`config.mk`:
```
export PLATFORM = sky130hd
export DESIGN_NAME = dlc_latch_pair
export DESIGN_NICKNAME = d
export VERILOG_FILES = /design/src/rtl/dlc_pkg.sv /design/src/rtl/dlc_ctrl_decode.sv /design/src/rtl/dlc_stage.sv /design/src/rtl/dlc_scale.sv /design/src/rtl/dlc_latch_pair.sv
export SDC_FILE = /design/constraint.sdc
export NUM_CORES = 1
export LEC_CHECK = 0
export BUFFER_PORTS_ARGS = -buffer_cell sky130_fd_sc_hd__buf_4
export CAP_MARGIN = 15
export CELL_PAD_IN_SITES_DETAIL_PLACEMENT = 1
export CELL_PAD_IN_SITES_GLOBAL_PLACEMENT = 1
export CORE_MARGIN = 2
export CORE_UTILIZATION = 48
export CTS_BUF_LIST = sky130_fd_sc_hd__clkbuf_2 sky130_fd_sc_hd__clkbuf_4 sky130_fd_sc_hd__clkbuf_8
export DETAILED_ROUTE_END_ITERATION = 8
export PLACE_DENSITY = 0.84
export SLEW_MARGIN = 10
export SYNTH_ARGS = -nofsm -noshare
export SYNTH_HDL_FRONTEND = slang
export SYNTH_SLANG_ARGS = --single-unit
```
`constraint.sdc`:
```
create_clock -name clk -period 13.6 [get_ports clk]
set_input_delay 1.36 -clock clk [delete_from_list [all_inputs] [get_ports clk]]
set_output_delay 1.36 -clock clk [all_outputs]
set_load 0.005 [all_outputs]
```
`src/rtl/dlc_pkg.sv`:
```
package dlc_pkg;

  localparam int unsigned DLC_CODE_W = 8;
  localparam int unsigned DLC_REF_W  = 8;

  typedef struct packed {
    logic clr;     // clear both stages this edge
    logic stg_en;  // staging register open
    logic cnv_en;  // converter register open
  } dlc_ctl_t;

endpackage

```
`src/rtl/dlc_ctrl_decode.sv`:
```
module dlc_ctrl_decode
  import dlc_pkg::*;
(
  input  logic     sel_n,
  input  logic     wr_n,
  input  logic     ld_n,
  input  logic     clr_n,
  output dlc_ctl_t ctl
);

  logic wr_act;

  always_comb begin
    wr_act     = ~wr_n;
    ctl.clr    = ~clr_n;
    // clear dominates: enables are masked while clear is active
    ctl.stg_en = wr_act & ~sel_n & clr_n;
    ctl.cnv_en = wr_act & ~ld_n & clr_n;
  end

endmodule

```
`src/rtl/dlc_stage.sv`:
```
module dlc_stage #(
  parameter int unsigned W = 8
) (
  input  logic         clk,
  input  logic         rst_n,
  input  logic         clr,
  input  logic         en,
  input  logic [W-1:0] d,
  output logic [W-1:0] q
);

  always_ff @(posedge clk or negedge rst_n) begin
    if (!rst_n)   q <= '0;
    else if (clr) q <= '0;
    else if (en)  q <= d;
  end

  // a clear edge leaves zero
  p_clear_r7: assert property (@(posedge clk) disable iff (!rst_n)
    clr |=> (q == '0));

  // R2 (staging stage) and R4 (converter stage): open stage captures d
  p_load_r2: assert property (@(posedge clk) disable iff (!rst_n)
    (en && !clr) |=> (q == $past(d)));

  // R3 (staging stage) and R5 (converter stage): closed stage holds
  p_hold_r3: assert property (@(posedge clk) disable iff (!rst_n)
    (!en && !clr) |=> $stable(q));

endmodule

```
`src/rtl/dlc_scale.sv`:
```
module dlc_scale #(
  parameter int unsigned A_W = 8,
  parameter int unsigned B_W = 8,
  localparam int unsigned P_W = A_W + B_W
) (
  input  logic [A_W-1:0] a,
  input  logic [B_W-1:0] b,
  output logic [P_W-1:0] p
);

  logic [P_W-1:0] pp  [B_W];
  logic [P_W-1:0] acc [B_W+1];

  assign acc[0] = '0;

  for (genvar i = 0; i < B_W; i++) begin : g_pp
    assign pp[i]    = b[i] ? ({{B_W{1'b0}}, a} << i) : '0;
    assign acc[i+1] = acc[i] + pp[i];
  end

  assign p = acc[B_W];

endmodule

```
`src/rtl/dlc_latch_pair.sv`:
```
module dlc_latch_pair
  import dlc_pkg::*;
#(
  parameter int unsigned CODE_W = DLC_CODE_W,
  parameter int unsigned REF_W  = DLC_REF_W,
  localparam int unsigned OUT_W = CODE_W + REF_W
) (
  input  logic              clk,
  input  logic              rst_n,
  input  logic              sel_n,
  input  logic              wr_n,
  input  logic              ld_n,
  input  logic              clr_n,
  input  logic [CODE_W-1:0] din,
  input  logic [REF_W-1:0]  ref_code,
  output logic [CODE_W-1:0] dac_code,
  output logic [OUT_W-1:0]  out_scaled
);

  dlc_ctl_t          ctl;
  logic [CODE_W-1:0] stg_q;
  logic [CODE_W-1:0] cnv_q;

  dlc_ctrl_decode u_dec (
    .sel_n (sel_n),
    .wr_n  (wr_n),
    .ld_n  (ld_n),
    .clr_n (clr_n),
    .ctl   (ctl)
  );

  dlc_stage #(.W(CODE_W)) u_stg (
    .clk   (clk),
    .rst_n (rst_n),
    .clr   (ctl.clr),
    .en    (ctl.stg_en),
    .d     (din),
    .q     (stg_q)
  );

  dlc_stage #(.W(CODE_W)) u_cnv (
    .clk   (clk),
    .rst_n (rst_n),
    .clr   (ctl.clr),
    .en    (ctl.cnv_en),
    .d     (stg_q),
    .q     (cnv_q)
  );

  dlc_scale #(.A_W(REF_W), .B_W(CODE_W)) u_scale (
    .a (ref_code),
    .b (cnv_q),
    .p (out_scaled)
  );

  assign dac_code = cnv_q;

  // ---- checks on port behaviour ----
  logic       all_open;
  logic [1:0] armed;

  assign all_open = !sel_n && !wr_n && !ld_n && clr_n;

  always_ff @(posedge clk or negedge rst_n) begin
    if (!rst_n)             armed <= '0;
    else if (armed != 2'd3) armed <= armed + 2'd1;
  end

  // outputs zero while in system reset
  always_comb begin
    if (!rst_n) begin
      p_reset_zero_r1: assert (dac_code == '0 || $isunknown(dac_code));
    end
  end

  // output follows the bus with two edges of delay
  p_follow_r6: assert property (@(posedge clk) disable iff (!rst_n)
    (armed == 2'd3 && $past(all_open, 1) && $past(all_open, 2))
      |-> (dac_code == $past(din, 2)));

  // after a clear with write high, zero persists while write stays high
  p_zero_hold_r8: assert property (@(posedge clk) disable iff (!rst_n)
    (dac_code == '0 && wr_n) |=> (dac_code == '0));

  // scaled output is the product of reference and code
  p_scale_r10: assert property (@(posedge clk) disable iff (!rst_n)
    out_scaled == OUT_W'(ref_code) * OUT_W'(dac_code));

endmodule

```
==> flow_summary.yaml, run 1 <==
outcome:
  status: "finished clean"
final_layout:
  fill_cells: 649
  final_area_mm2: 0.00312
  area_growth_pct: 18.0
  layout.nets: 423
  drive_gt1_share_pct: 16.3
  antennaDiodeCount: 0
timing:
  worst_slew_pin_slew_ns: 0.522
  skew_ns: 0.00256
  hold_viol_final: 0
  tns_ns: 0
  timing.slew.headroom_pct: 65.1
  rsz0062_at_grt: "false"
  fmax_mhz: 146
  period_needed_ns: 6.85
  setup_viol: 0
  fin_crit_sh_pct: 50.4
  report.final.slew_viol_count: 0
worst_setup_path:
  critPathKind: "in2out"
  start_kind: "primary input"
  rrSetupSlack_ns: 12.61
  r2r_end: "u_cnv.q[5]"
  reg2reg_from: "u_cnv.q[5]"
  arrival_ns: 5.49
  end_kind: "primary output"
  path_max_fanout: 8
  reg2regPathDepth: 2
  required_ns: 12.24
pwr:
  max-vdd-ir-drop_v: 0.0000624
  internal-power_mw: 0.0874
  pwr-share-seq_pct: 42.2
  pwr_density_cell_mw_per_mm2: 38.5
  p_switching_mw: 0.0325
  p_clk_share_pct: 34.9
  p_leak_nw: 1.67
  combPwrFrac_pct: 23.0
  sw_frac_of_total_pct: 27.1
floorplanning:
  die_w_um: 78.2
  pin_count: 46
  die_area_mm2: 0.00612
  core-area_mm2: 0.00541
  start_util_pct: 48.9
  die_h_um: 78.2
  row_count: 27
synthesis:
  synth_area_mm2: 0.00264
  seq_area_frac_synth_pct: 15.1
  yosys_warnings: 0
  synthTopCellsByCount: "43 x and2_1, 40 x nand2_1, 39 x inv_1"
  synthesis.nets: 375
  ys_types: 30
  yosys-top-cells-area: "fa_1 29%, dfrtp_1 15%, ha_1 15%, and2_1 10%, nand2_1 5.7%"
  ys_seq_elements: 16
  yosysTopAreaCellShare_pct: 28.8
  synthFlopType: "dfrtp_1"
  synth_edf_count: 0
  synth.most_common_cell: "and2_1"
  async_flop_share_pct: 100
  synth_area_per_cell_um2: 9.31
  synth_top_cell_by_area: "fa_1"
  synthCells: 284
routing:
  routed_wl_um: 6390
  routed_via_density: 5.33
  drtAntennaViolNets: 0
  via_count: 2146
  drc: 0
  first_pass_iters: 4
  post_drt_wl_per_cell_um: 15.9
  drt_iter0_drc: 51
clock_tree:
  cts_sinks: 16
  cts-root-buf: "clkbuf_8"
  cts.clk_slew.worst_paths_ns: 0.06
  cts_buffers: 3
  clk-insertion-delay-late_ns: 0.25
  cts_max_level: 1
  cts_resized: 0
  post_cts_buffers: 0
  clockBufferDepth: 2
  ctsHoldBuffers: 0
  tritoncts: "done"
worst_hold_path:
  hp-class: "reg2reg"
  hold-path-cell-count: 2
  hold_end: "u_cnv.q[2]"
  worstHoldStart: "u_stg.q[2]"
placed_design:
  io_buffers: 45
  hpwlAfterDp_um: 5380
  place_congestion: 0.828
  dpl_cell_area_mm2: 0.00306
job:
  drv_cap: 0
grt:
  grt_max_degree: 19
  first_global_vias: 2307
  grt_usage_pct: 22.6
  grt_pass1_wl_um: 10900
  antenna_found_initial: 0
  overflow: 0
[per-stage QoR]
stage / worst slack (ns) / total power [mW] / hold slack, ns / utilization (%) / cells
2_1_floorplan: 7.29 / 0.0635 / 0.503 / - / 284
3_3_place_gp: 6.87 / 0.0781 / 0.518 / 56.7 / 399
3_5_place_dp: 6.77 / 0.0795 / 0.523 / 56.7 / 399
4_1_cts: 6.76 / 0.122 / 0.532 / 57.7 / 403
5_1_grt: 6.58 / 0.127 / 0.567 / 57.7 / 403
6_report: 6.75 / 0.120 / 0.533 / 57.7 / 403
[registers in the layout, summed over array words and instances (netlist names)]
signal and cells:
u_cnv.q 8, u_stg.q 8
[cells by family after synthesis]
kind of cell	Yosys count	share of synthesized area (%)
and+or+nand+nor	101	19.6
adders and majority gates	69	43.4
AOI/OAI and AO/OA	47	12.7
buffers and inverters	41	5.82
DFF	16	15.1
xor gates and xnor gates	10	3.31
[worst max-delay path, stage by stage]
cell,delay [ns]
buf_4,0.14
and2_1,0.15
fa_1,0.53
inv_1,0.05
fa_1,0.53
inv_1,0.05
fa_1,0.53
inv_1,0.06
fa_1,0.53
inv_1,0.05
ha_1,0.38
and3_4,0.22
a211oi_1,0.38
a311oi_2,0.18
xnor2_1,0.20
buf_4,0.14
[area by class of cell]
type / instances / area, um^2 / share of cell area, %
multi-input cells: 227 / 2090 / 67.0
flip-flops and latches: 16 / 400 / 12.8
repair buffers: 45 / 338 / 10.8
inverters: 39 / 146 / 4.69
well taps: 72 / 90.1 / 2.89
clock buffers: 4 / 55.1 / 1.76
[routing by layer]
| metal | vias up | track usage [%] | wire (um) |
|---|---|---|---|
| met5 | - | 0 | 0 |
| met2 | 41 | 41.9 | 3410 |
| met3 | 6 | 2.18 | 115 |
| li1 | 1008 | - | - |
| met4 | 0 | 3.16 | 73 |
| met1 | 1091 | 29.2 | 2790 |
[worst max-delay path by stage]
stage / depth (start not counted) / endpoint / slack, ns / startpoint
6_report: 16 / out_scaled[15] / 6.75 / ref_code[2]
2_1_floorplan: 14 / out_scaled[13] / 7.29 / ref_code[2]
3_5_place_dp: 16 / out_scaled[15] / 6.77 / ref_code[2]
4_1_cts: 16 / out_scaled[15] / 6.76 / ref_code[2]
3_3_place_gp: 16 / out_scaled[15] / 6.87 / ref_code[2]
5_1_grt: 16 / out_scaled[15] / 6.58 / ref_code[2]
[power by group through the flow]
| stage | Clock [mW] | Sequential [mW] | Combinational, mW |
|---|---|---|---|
| floorplan | 0 | 0.0508 | 0.0127 |
| finish | 0.0418 | 0.0506 | 0.0276 |
| detailed placement | 0 | 0.0515 | 0.0280 |
| global route | 0.0451 | 0.0508 | 0.0313 |
| CTS | 0.0428 | 0.0506 | 0.0282 |
| global placement | 0 | 0.0514 | 0.0267 |
[cells in the final DEF (no fill, tap or decap), types with 2 or more instances in the layout]
cell / n
a21boi_0: 16
a21o_1: 2
a21oi_1: 3
and2_1: 43
and3_1: 2
and3_4: 2
buf_4: 45
clkbuf_8: 4
dfrtp_1: 16
fa_1: 38
ha_1: 31
inv_1: 39
nand2_1: 40
nand3_1: 2
nor2_1: 8
o2111ai_1: 2
o21ai_0: 16
xnor2_1: 7
xor2_1: 3
No activity file was read; power rests on OpenSTA's default activity.
==> run 2: changes to the inputs <==
--- a/config.mk
+++ b/config.mk
@@ -5,15 +5,16 @@
 export SDC_FILE = /design/constraint.sdc
 export NUM_CORES = 1
 export LEC_CHECK = 0
+export ABC_AREA = 1
 export BUFFER_PORTS_ARGS = -buffer_cell sky130_fd_sc_hd__buf_4
 export CAP_MARGIN = 15
 export CELL_PAD_IN_SITES_DETAIL_PLACEMENT = 1
 export CELL_PAD_IN_SITES_GLOBAL_PLACEMENT = 1
 export CORE_MARGIN = 2
-export CORE_UTILIZATION = 48
+export CORE_UTILIZATION = 43
 export CTS_BUF_LIST = sky130_fd_sc_hd__clkbuf_2 sky130_fd_sc_hd__clkbuf_4 sky130_fd_sc_hd__clkbuf_8
 export DETAILED_ROUTE_END_ITERATION = 8
-export PLACE_DENSITY = 0.84
+export PLACE_DENSITY = 0.8
 export SLEW_MARGIN = 10
 export SYNTH_ARGS = -nofsm -noshare
 export SYNTH_HDL_FRONTEND = slang
==> constraint.sdc (replaced) <==
create_clock -name clk -period 7.04 [get_ports clk]
set_input_delay 0.704 -clock clk [delete_from_list [all_inputs] [get_ports clk]]
set_output_delay 0.704 -clock clk [all_outputs]
set_load 0.005 [all_outputs]
==> run 2 against run 1 <==
  * Die area up 17%
  * Clock skew about the same
  * Non-clock buffer count unchanged
  * Sequential power up 100%
  * Via count up 14%
  * Critical endpoint is now out_scaled[12]
  * Sequential cell count unchanged
  * Clock power up 98%
  * Largest cell class unchanged
==> flow_summary.yaml, run 2 <==
floorplanning:
  die_h_um: 84.6
  start_util_pct: 44.3
  die_area_mm2: 0.00716
  core-area_mm2: 0.00631
  die_w_um: 84.6
  row_count: 29
  pin_count: 46
worst_setup_path:
  cp_slowest_stage_delay_ns: 0.54
  required_ns: 6.34
  end_kind: "primary output"
  path_max_fanout: 8
  cp_cell_sequence: "buf_4 > nand2_1 > inv_1 > fa_1 > inv_1 > fa_1 > inv_1 > fa_1 > inv_1 > fa_1 > inv_1 > ha_1 > a21oi_1 > nor2_1 > nor2_1 > nand2_1 > nand2_1 > nand2_1 > buf_4"
  start_kind: "primary input"
  slowest_stage: "fa_1"
  r2r_end: "u_cnv.q[7]"
  arrival_ns: 4.41
  critPathMostFrequentCell: "inv_1"
  reg2reg_from: "u_cnv.q[7]"
  reg2regPathDepth: 2
  critPathKind: "in2out"
  rrSetupSlack_ns: 6.08
placed_design:
  place_congestion: 0.840
  hpwlAfterDp_um: 5810
  io_buffers: 45
  dpl_cell_area_mm2: 0.00316
  dp_slack_ns: 1.91
synthesis:
  synth_mux_area_share_pct: 0
  yosys_warnings: 0
  synthCells: 388
  synth_edf_count: 0
  synth_area_per_cell_um2: 7.21
  synthAdderAreaFrac_pct: 41.1
  ys_seq_elements: 16
  ys_types: 17
  synth.most_common_cell: "nand2_1"
  synthFlopType: "dfrtp_1"
  synth_top_family_by_area: "adder cells"
  synthesis.nets: 479
  synth-simple-area-share_pct: 21.9
  synth_top_cell_by_area: "fa_1"
  synthTopCellsByCount: "111 x nand2_1, 103 x inv_1, 38 x fa_1"
  yosys-top-cells-area: "fa_1 27%, nand2_1 15%, dfrtp_1 14%, ha_1 14%, inv_1 14%"
  yosysTopAreaCellShare_pct: 27.2
  synth_area_mm2: 0.00280
  async_flop_share_pct: 100
  synth_compound_area_share_pct: 4.30
  synth_xor_area_share_pct: 1.88
  seq_area_frac_synth_pct: 14.3
routing:
  via_count: 2450
  drc: 0
  routed_wl_um: 6810
  first_pass_iters: 4
  routed_via_density: 4.95
  drt_iter0_drc: 74
  post_drt_wl_per_cell_um: 13.8
  drtAntennaViolNets: 0
timing:
  skew_ns: 0.00221
  rsz0062_at_grt: "false"
  worst_slew_pin_slew_ns: 0.720
  tns_ns: 0
  report.final.slew_viol_count: 0
  fmax_mhz: 195
  fin_crit_sh_pct: 72.7
  fin_ws_ns: 1.92
  hold_viol_final: 0
  timing.slew.headroom_pct: 51.8
  setup_viol: 0
  period_needed_ns: 5.12
clock_tree:
  ctsHoldBuffers: 0
  clockBufferDepth: 2
  clk-insertion-delay-late_ns: 0.25
  cts.clk_slew.worst_paths_ns: 0.06
  cts-root-buf: "clkbuf_8"
  cts_resized: 0
  post_cts_buffers: 0
  cts_max_level: 1
  cts_sinks: 16
  cts_buffers: 3
  tritoncts: "done"
pwr:
  pwr_density_cell_mw_per_mm2: 82.4
  max-vdd-ir-drop_v: 0.000103
  p_leak_nw: 2.12
  total_power_mw: 0.265
outcome:
  status: "finished clean"
final_layout:
  reg_top3: "u_cnv.q x8, u_stg.q x8"
  final_cell_mix: "111 x nand2_1, 103 x inv_1, 45 x buf_4"
  final_area_mm2: 0.00321
  layout_commonest_cell: "nand2_1"
  layout.nets: 510
  drive_gt1_share_pct: 12.4
  area_growth_pct: 14.8
  antennaDiodeCount: 0
grt:
  overflow: 0
  first_global_vias: 2609
  grt_pass1_wl_um: 11800
  grt_max_degree: 24
  antenna_found_initial: 0
  grt_usage_pct: 20.1
worst_hold_path:
  hp-class: "in2async"
job:
  drv_cap: 0
run 2: cell types whose count changed after synthesis, sizes merged, moves of 6 or more:
cell and delta:
xnor2 -6, and2 -43, nand2 +71, inv +64
clkbuf +14, a21boi -16, nand3 +23
run 2: report_power, final:
part | switching [mW] | internal [mW]
Combinational | 0.0448 | 0.0365
Clock | 0.0331 | 0.0497
Sequential | 0.00533 | 0.0953
Total | 0.0832 | 0.181
run 2: area by class of cell:
cell class / count / area (um^2)
fillers: 831 / 3100
multi-input cells: 250 / 1930
flip-flops and latches: 16 / 400
inverters: 103 / 387
repair buffers: 45 / 338
well taps: 77 / 96.3
clock buffers: 4 / 55.1
run 2: routing by layer:
layer  global-route usage [%]  vias to the layer above  wire length, um  part of all wire [%]
met1                     26.7                     1217             2940                    43
met5                        0                        -                0                     0
li1                         -                     1189                -                     -
met2                     36.4                       37             3620                    53
met3                     2.16                        7              201                   2.9
met4                     2.60                        0               49                  0.72
run 2: per-stage QoR:
stage | std cells | util (%) | hold slack, ns
detailed placement | 491 | 50.0 | 0.523
floorplan | 388 | - | 0.408
global route | 495 | 50.9 | 0.306
CTS | 495 | 50.9 | 0.300
global placement | 491 | 50.0 | 0.493
finish | 495 | 50.9 | 0.306
run 2: critical path: cells and delay by family:
| kind | cells | cell delay (ns) |
|---|---|---|
| and+or+nand+nor | 6 | 0.41 |
| AOI/OAI and AO/OA | 1 | 0.26 |
| adders and majority gates | 5 | 2.48 |
| buffers and inverters | 7 | 0.56 |
run 2: worst max path at each step:
stage	startpoint	slack, ns	end	cells past startpoint
floorplan	ref_code[2]	2.23	out_scaled[12]	18
global placement	ref_code[2]	2.02	out_scaled[12]	19
detailed placement	ref_code[2]	1.91	out_scaled[14]	19
CTS	u_cnv.q[7]	1.91	out_scaled[14]	18
global route	u_cnv.q[7]	1.72	out_scaled[12]	18
finish	ref_code[2]	1.92	out_scaled[12]	19
run 2: kinds of logic (layout without fill, tap and decap cells):
kind of cell | Yosys count | in the layout
simple gates | 151 | 151
buf+inv | 122 | 152
fa+ha+maj | 69 | 69
compound gates | 24 | 24
flops | 16 | 16
xor+xnor | 6 | 6
==> run 3: changes to the inputs <==
--- a/config.mk
+++ b/config.mk
@@ -5,16 +5,16 @@
 export SDC_FILE = /design/constraint.sdc
 export NUM_CORES = 1
 export LEC_CHECK = 0
-export ABC_AREA = 1
+export ABC_AREA = 0
 export BUFFER_PORTS_ARGS = -buffer_cell sky130_fd_sc_hd__buf_4
 export CAP_MARGIN = 15
 export CELL_PAD_IN_SITES_DETAIL_PLACEMENT = 1
 export CELL_PAD_IN_SITES_GLOBAL_PLACEMENT = 1
 export CORE_MARGIN = 2
-export CORE_UTILIZATION = 43
+export CORE_UTILIZATION = 45
 export CTS_BUF_LIST = sky130_fd_sc_hd__clkbuf_2 sky130_fd_sc_hd__clkbuf_4 sky130_fd_sc_hd__clkbuf_8
 export DETAILED_ROUTE_END_ITERATION = 8
-export PLACE_DENSITY = 0.8
+export PLACE_DENSITY = 0.79
 export SLEW_MARGIN = 10
 export SYNTH_ARGS = -nofsm -noshare
 export SYNTH_HDL_FRONTEND = slang
==> constraint.sdc (replaced) <==
create_clock -name clk -period 5.15 [get_ports clk]
set_input_delay 0.515 -clock clk [delete_from_list [all_inputs] [get_ports clk]]
set_output_delay 0.515 -clock clk [all_outputs]
set_load 0.005 [all_outputs]
==> run 3 against run 2 <==
  * Critical path depth shrank 5
  * Non-clock buffer count grew 8
  * Clock power grew 13%
==> flow_summary.yaml, run 3 (synthesis results as in run 1) <==
clock_tree:
  cts-root-buf: "clkbuf_8"
  cts_buffers: 3
  clk-insertion-delay-late_ns: 0.25
  cts_max_level: 1
  cts.clk_slew.worst_paths_ns: 0.06
  ctsHoldBuffers: 0
  cts_sinks: 16
  clockBufferDepth: 2
  tritoncts: "done"
routing:
  drtAntennaViolNets: 0
  routed_via_density: 5.27
  first_pass_iters: 4
  via_count: 2162
  drc: 0
  routed_wl_um: 6310
  drt_iter0_drc: 43
  post_drt_wl_per_cell_um: 15.4
placed_design:
  dp_slack_ns: 0.126
  hpwlAfterDp_um: 5080
  place_congestion: 0.837
  io_buffers: 45
  dpl_cell_area_mm2: 0.00310
worst_setup_path:
  end_kind: "primary output"
  slowest_stage: "fa_1"
  critPathMostFrequentCell: "fa_1"
  cp.depth: 14
  cp_top_family: "adder cells"
  required_ns: 4.64
  reg2regPathDepth: 3
  start_kind: "flip-flop"
  arrival_ns: 4.47
  worst-path-buf-inv: 3
  path_max_fanout: 10
  cp_cell_sequence: "and2_1 > fa_1 > inv_1 > fa_1 > inv_1 > fa_1 > ha_1 > ha_1 > fa_1 > a21o_1 > a2111oi_4 > a21oi_2 > xor2_1 > buf_4"
  critPathKind: "reg2out"
  cp_slowest_stage_delay_ns: 0.51
grt:
  grt_usage_pct: 20.8
  overflow: 0
  grt_max_degree: 19
  grt_pass1_wl_um: 10600
  first_global_vias: 2313
  antenna_found_initial: 0
timing:
  setup_viol: 0
  tns_ns: 0
  timing.slew.headroom_pct: 65.3
  report.final.slew_viol_count: 0
  worst_slew_pin_slew_ns: 0.519
  hold_viol_final: 0
  fmax_mhz: 201
  skew_ns: 0.00199
  whs_ns: 0.114
  period_needed_ns: 4.98
  fin_ws_ns: 0.168
  fin_crit_sh_pct: 96.7
final_layout:
  fill_cells: 667
  area_growth_pct: 21.2
  drive_gt1_share_pct: 20.7
  multi_input_area_mm2: 0.00212
  final_cell_mix: "53 x buf_4, 43 x and2_1, 40 x nand2_1"
  antennaDiodeCount: 0
  layout_commonest_cell: "buf_4"
  reg_top3: "u_cnv.q x8, u_stg.q x8"
  layout.nets: 431
  final_area_mm2: 0.00321
  regArea_um2: 405
floorplanning:
  row_count: 27
  pin_count: 46
  die_w_um: 80.7
  die_h_um: 80.7
  start_util_pct: 47.4
  core-area_mm2: 0.00557
  die_area_mm2: 0.00650
job:
  drv_cap: 0
worst_hold_path:
  hp-class: "in2async"
pwr:
  max-vdd-ir-drop_v: 0.000167
  p_leak_nw: 1.70
  pwr_density_cell_mw_per_mm2: 94.7
outcome:
  status: "finished clean"
==> run 3: what timing repair did <==
action,4_1_cts,5_1_grt
setup endpoints to repair,0,6
setup buffers,0,3
hold endpoints to repair,0,0
resized for setup,0,9
==> run 3: per-layer routing <==
layer / vias to the layer above / GRT usage, % / wire [um]
met5: - / 0 / 0
met4: 0 / 2.54 / 31
met3: 4 / 1.80 / 154
met2: 40 / 37.9 / 3340
met1: 1096 / 27.7 / 2780
li1: 1022 / - / -
==> run 3: cell type report <==
type,count,share of cell area (%)
Clock buffer,3,1.29
Multi-Input combinational cell,227,66.3
Sequential cell,16,12.6
Inverter,39,4.57
Timing Repair Buffer,53,12.4
Tap cell,72,2.81
==> run 3: metrics by stage <==
stage / total power [mW] / utilization, % / cells
3_5_place_dp: 0.211 / 55.6 / 404
3_3_place_gp: 0.208 / 55.6 / 404
6_report: 0.304 / 57.5 / 410
5_1_grt: 0.319 / 57.5 / 410
4_1_cts: 0.306 / 56.4 / 407
2_1_floorplan: 0.168 / - / 284
==> run 3: report_power, final <==
part           leakage [nW]  internal, mW  switching [mW]
registers             0.213         0.130         0.00311
clock network        0.0216        0.0519          0.0420
logic                  1.47        0.0354          0.0417
==> run 3: final timing paths <==
path                                 start        endpoint  slack [ns]
worst max-delay path            u_cnv.q[4]  out_scaled[13]        0.17
worst min-delay path                 rst_n      u_stg.q[0]        0.11
worst max register to register  u_cnv.q[6]      u_cnv.q[6]        4.16
worst min register to register  u_stg.q[3]      u_cnv.q[3]        0.54
max in group asynchronous            rst_n      u_cnv.q[5]        4.84
min in group clk                    din[1]      u_stg.q[1]        0.52
